**src/rtl/smz_pkg.sv**
```systemverilog
package smz_pkg;
   // Width needed to hold the value lim inclusive
   function automatic int unsigned cnt_width(input int unsigned lim);
      return $clog2(lim + 1);
   endfunction
endpackage

```
**src/rtl/smz_lane.sv**
```systemverilog
module smz_lane #(
   parameter int unsigned DATA_W = 24,
   parameter int unsigned SHIFT  = 6
) (
   input  logic                     clk,
   input  logic                     rst_n,
   input  logic                     stb,
   input  logic                     mute,
   input  logic                     force_mid,
   input  logic signed [DATA_W-1:0] din,
   output logic signed [DATA_W-1:0] y
);
   if (SHIFT < 1 || SHIFT >= DATA_W) begin : g_bad_shift
      $error("smz_lane: SHIFT must lie in 1..DATA_W-1");
   end

   logic signed [DATA_W-1:0] step;
   always_comb step = y - (y >>> SHIFT);

   always_ff @(posedge clk or negedge rst_n) begin
      if (!rst_n)         y <= '0;
      else if (stb) begin
         if (!mute)       y <= din;
         else if (force_mid) y <= '0;
         else             y <= step;
      end
   end


   load_chk: assert property (@(posedge clk) disable iff (!rst_n)
      (stb && !mute) |=> (y == $past(din)));

   hold_chk: assert property (@(posedge clk) disable iff (!rst_n)
      !stb |=> $stable(y));
endmodule

```
**src/rtl/smz_mute_timer.sv**
```systemverilog
module smz_mute_timer #(
   parameter int unsigned HOLD  = 1024,
   parameter int unsigned CNT_W = smz_pkg::cnt_width(HOLD)
) (
   input  logic clk,
   input  logic rst_n,
   input  logic stb,
   input  logic mute,
   output logic reached
);
   if (HOLD < 1) begin : g_bad_hold
      $error("smz_mute_timer: HOLD must be at least 1");
   end

   localparam logic [CNT_W-1:0] LIM = CNT_W'(HOLD);
   logic [CNT_W-1:0] cnt;

   always_ff @(posedge clk or negedge rst_n) begin
      if (!rst_n)                  cnt <= '0;
      else if (!mute)              cnt <= '0;
      else if (stb && cnt != LIM)  cnt <= cnt + 1'b1;
   end

   assign reached = (cnt == LIM);


   no_overflow_chk: assert property (@(posedge clk) disable iff (!rst_n)
      cnt <= LIM);

   mute_clear_chk: assert property (@(posedge clk) disable iff (!rst_n)
      !mute |=> (cnt == '0));
endmodule

```
**src/rtl/soft_mute_zd.sv**
```systemverilog
module soft_mute_zd #(
   parameter int unsigned NUM_CH   = 2,
   parameter int unsigned DATA_W   = 24,
   parameter int unsigned SHIFT    = 6,
   parameter int unsigned HOLD     = 1024,
   parameter bit          FORCE_EN = 1'b1
) (
   input  logic                     clk,
   input  logic                     rst_n,
   input  logic                     smp_stb,
   input  logic                     mute_req,
   input  logic                     zd_en,
   input  logic [NUM_CH*DATA_W-1:0] din,
   output logic [NUM_CH*DATA_W-1:0] dout,
   output logic                     force_mid,
   output logic                     detect_n
);
   localparam int unsigned CNT_W = smz_pkg::cnt_width(HOLD);

   if (NUM_CH < 1) begin : g_bad_ch
      $error("soft_mute_zd: NUM_CH must be at least 1");
   end

   logic reached;

   if (FORCE_EN) begin : g_zd
      smz_mute_timer #(.HOLD(HOLD), .CNT_W(CNT_W)) u_timer (
         .clk(clk), .rst_n(rst_n), .stb(smp_stb), .mute(mute_req),
         .reached(reached));
      assign force_mid = zd_en & reached;
   end else begin : g_no_zd
      assign reached   = 1'b0;
      assign force_mid = 1'b0;
   end

   assign detect_n = ~force_mid;

   for (genvar k = 0; k < NUM_CH; k++) begin : g_lane
      logic signed [DATA_W-1:0] y;
      smz_lane #(.DATA_W(DATA_W), .SHIFT(SHIFT)) u_lane (
         .clk(clk), .rst_n(rst_n), .stb(smp_stb), .mute(mute_req),
         .force_mid(force_mid), .din(din[k*DATA_W +: DATA_W]), .y(y));
      assign dout[k*DATA_W +: DATA_W] = force_mid ? '0 : y;
   end


   forced_zero_chk: assert property (@(posedge clk) disable iff (!rst_n)
      force_mid |-> (dout == '0));

   zd_off_chk: assert property (@(posedge clk) disable iff (!rst_n)
      !zd_en |-> detect_n);
endmodule

```
**config.mk**
```make
export PLATFORM = sky130hd
export DESIGN_NAME = soft_mute_zd
export DESIGN_NICKNAME = d
export VERILOG_FILES = /design/src/rtl/smz_pkg.sv /design/src/rtl/smz_lane.sv /design/src/rtl/smz_mute_timer.sv /design/src/rtl/soft_mute_zd.sv
export SDC_FILE = /design/constraint.sdc
export NUM_CORES = 1
export LEC_CHECK = 0
export BUFFER_PORTS_ARGS = -buffer_cell sky130_fd_sc_hd__buf_2
export CAP_MARGIN = 20
export CORE_UTILIZATION = 55
export CTS_CLUSTER_SIZE = 8
export DETAILED_ROUTE_END_ITERATION = 16
export HOLD_SLACK_MARGIN = 0.02
export PLACE_DENSITY = 0.76
export SLEW_MARGIN = 20
export SYNTH_ARGS = -nofsm -noshare
export SYNTH_HDL_FRONTEND = slang
export SYNTH_SLANG_ARGS = --single-unit
```
**constraint.sdc**
```tcl
create_clock -name clk -period 6 [get_ports clk]
set_input_delay 0.3 -clock clk [delete_from_list [all_inputs] [get_ports clk]]
set_output_delay 0.3 -clock clk [all_outputs]
set_load 0.005 [all_outputs]
```
==> run summary <==
Status -> completed
Setup crit end kind -> register
Total negative setup slack -> 0 ns
Period utilisation layout -> 57.1%
Initial antenna violation count -> 0
Pwr dens -> 701 mW/mm2
Ant diodes -> 0
Int Pwr -> 0.00214 W
Final min period -> 3.43 ns
Mapped cell area -> 0.00539 mm2
Slew Limit Headroom -> 32.5%
Nets@finish -> 876
Setup Fix Bufs, Post-CTS -> 0
Post-synthesis register bit count -> 59
Area Overhead vs Synth -> 14.6%
Hold_buf cts -> 0
VDD IR max -> 299 uV
Fraction of final layout cells sized beyond drive strength 1 -> 17.5%
Seq/Total Area, Yosys -> 27.4%
Comb power frac -> 74.8%
Unrepaired setup endpoints after global routing -> no
Slew @ Worst Pin -> 1.01 ns
Crit Path Max Fanout -> 27
CTS Buf Count -> 9
Antenna Nets Post-Route -> 0
Clock Sinks -> 59
Die X -> 101 um
Iter 0 DRT Violations -> 253
Worst Hold Class -> input port to async pin
Overflow after GRT -> 0
Starting Density -> 57.5%
First-pass GRT wire length -> 24.6 mm
# resized after CTS -> 0
Final instance area -> 0.00618 mm2
Global-route usage over all layers -> 30.9%
Slowest stage delay, CP -> 0.80 ns
YS warnings -> 0
Worst EP required -> 6.25 ns
Skew final -> 0.0131 ns
Clock Path Buffers -> 2
CTS Root Buffer Type -> clkbuf_8
Row count -> 35
Clock latency on the worst-skew pair -> 0.35 ns
Vias in the first global route -> 5186
MaxCap Viol Count -> 0
Die Height -> 101 um
Sequential power share -> 15.4%
CTS H-tree depth -> 3
EDFF count, synth -> 0
Crit path launch type -> register
Synthesized area per cell -> 7.79 um2
IO buf count -> 102
DPL Wire Length -> 10.9 mm
Post-synth top flop -> dfrtp_1
Syn nets -> 795
Final count of hold timing violations -> 0
Switching Share -> 50.6%
Final setup viols -> 0
Maximum clock rate -> 292 MHz
Mapped Cells -> 692
Worst Path Arrival -> 3.68 ns
Largest net degree at the start of global routing -> 63
DRC viols -> 0
Vias -> 5452
Async set-reset flop share out of synthesis -> 100%
DR pass1 iterations -> 5
Core footprint -> 0.00937 mm2
Fin util -> 65.9%
Area post-placement -> 0.00595 mm2
FILL cells -> 859
CTS tree -> done
Total length of routed wires -> 15.1 mm
Cells along the critical path -> inv_1 > ha_1 > nor4b_1 > nand4_2 > clkinv_1 > buf_4 > nor2_1 > o221ai_1 > nor3_1
Synth unique cells -> 59
NetSw -> 0.00219 W
Area of the die -> 0.0102 mm2
Part of the power in the clock network -> 9.8%
Ports -> 103
Critical path's slowest cell -> nor2_1
Worst setup path category -> register to register
CTS clk-pin slew, worst paths -> 0.09 ns
Slew Limit Fails -> 0
Pleak -> 2.86 nW
Vias/cell -> 6.01
Wire per inst -> 16.6 um
Routability Congestion -> 0.941
R2R setup slack -> 2.57 ns
Kind of cell adding the most delay to the critical path -> simple AND/OR/NAND/NOR gates
CP bufs+invs -> 3
-- cell usage in the layout, fill, tap and decap left out, types with 14 or more instances in the layout --
cell,instances
xor2_1,21
nand2_1,46
a31oi_1,14
xnor2_1,20
dfrtp_1,59
and2_1,15
inv_1,44
buf_2,102
nand3_1,31
ha_1,48
o21ai_0,31
a21oi_1,65
nor2_1,95
o221ai_1,22
-- cell type report --
class | instances | area [um2] | area share, %
clock buffer | 9 | 124 | 2.01
tap | 129 | 161 | 2.61
timing repair buffer | 107 | 548 | 8.87
multi-input combinational | 549 | 3590 | 58.1
inverter | 47 | 176 | 2.86
sequential | 59 | 1480 | 23.9
clock inverter | 7 | 101 | 1.64
-- path summary, 6_finish.rpt --
path	from	depth (start not counted)	to
max	g_zd.u_timer.cnt[0]	9	g_lane[0].u_lane.y[16]
min	rst_n	2	g_lane[1].u_lane.y[0]
max reg2reg	g_zd.u_timer.cnt[0]	9	g_lane[0].u_lane.y[16]
min reg2reg	g_lane[1].u_lane.y[23]	1	g_lane[1].u_lane.y[23]
max in group asynchronous	rst_n	2	g_lane[0].u_lane.y[17]
min in group clk	din[42]	3	g_lane[1].u_lane.y[18]
-- layer usage --
layer | vias to the layer above | GRT usage [%] | routed length, um
li1 | 2668 | - | -
met1 | 2530 | 39.0 | 6450
met2 | 225 | 54.5 | 7320
met3 | 29 | 3.74 | 985
met4 | 0 | 10.6 | 308
met5 | - | 0 | 0
-- power groups by stage --
stage | Sequential (W) | Clock [W] | Combinational, W
global placement | 0.000665 | 0 | 0.00310
floorplan | 0.000636 | 0 | 0.00245
CTS | 0.000664 | 0.000433 | 0.00318
finish | 0.000666 | 0.000424 | 0.00324
detailed placement | 0.000670 | 0 | 0.00315
global route | 0.000685 | 0.000447 | 0.00359
-- state kept, by name, summed over array words and instances (netlist names) --
name / count
g_zd.u_timer.cnt: 11
g_lane.u_lane.y: 48
-- worst reg2reg max path: cells and delay by family, from the launching register on --
family          cells  cell delay, ns
simple gates        4            1.47
buf+inv             3            1.00
flops               1            0.43
compound gates      1            0.25
fa+ha+maj           1            0.19
-- synth_stat cells, types with 10 or more instances --
library cell	number	share of area, %
nand2_1	46	3.2
a221oi_1	11	1.8
a31oi_1	14	1.6
o21ai_0	31	2.9
dfrtp_1	59	27
xor2_1	21	3.4
a21oi_1	65	6.0
nand4_1	13	1.5
a21o_1	10	1.4
o21a_1	10	1.4
nand3_1	31	2.9
nor3_1	12	1.1
inv_1	44	3.1
o221ai_1	22	3.6
nor2_1	95	6.6
clkbuf_1	29	2.0
and2_1	15	1.7
xnor2_1	20	3.3
ha_1	48	11
-- stage by stage --
step	setup slack, ns	hold slack [ns]	power [W]	instances
floorplan	3.62	0.00441	0.00308	692
global placement	2.78	0.499	0.00376	891
detailed placement	2.59	0.500	0.00382	891
CTS	2.57	0.139	0.00428	907
global route	2.26	0.182	0.00472	907
finish	2.57	0.104	0.00433	907
-- cell families (layout without fill, tap and decap cells) --
logic type / count (synthesis) / count (layout) / share of synthesized area [%]
buf+inv: 84 / 170 / 5.99
simple gates: 251 / 251 / 21.9
xor+xnor: 41 / 41 / 6.67
flops: 59 / 59 / 27.4
fa+ha+maj: 50 / 50 / 11.9
compound gates: 205 / 205 / 25.8
mux: 2 / 2 / 0.372
Note: power is estimated with default switching activity, not from simulation.
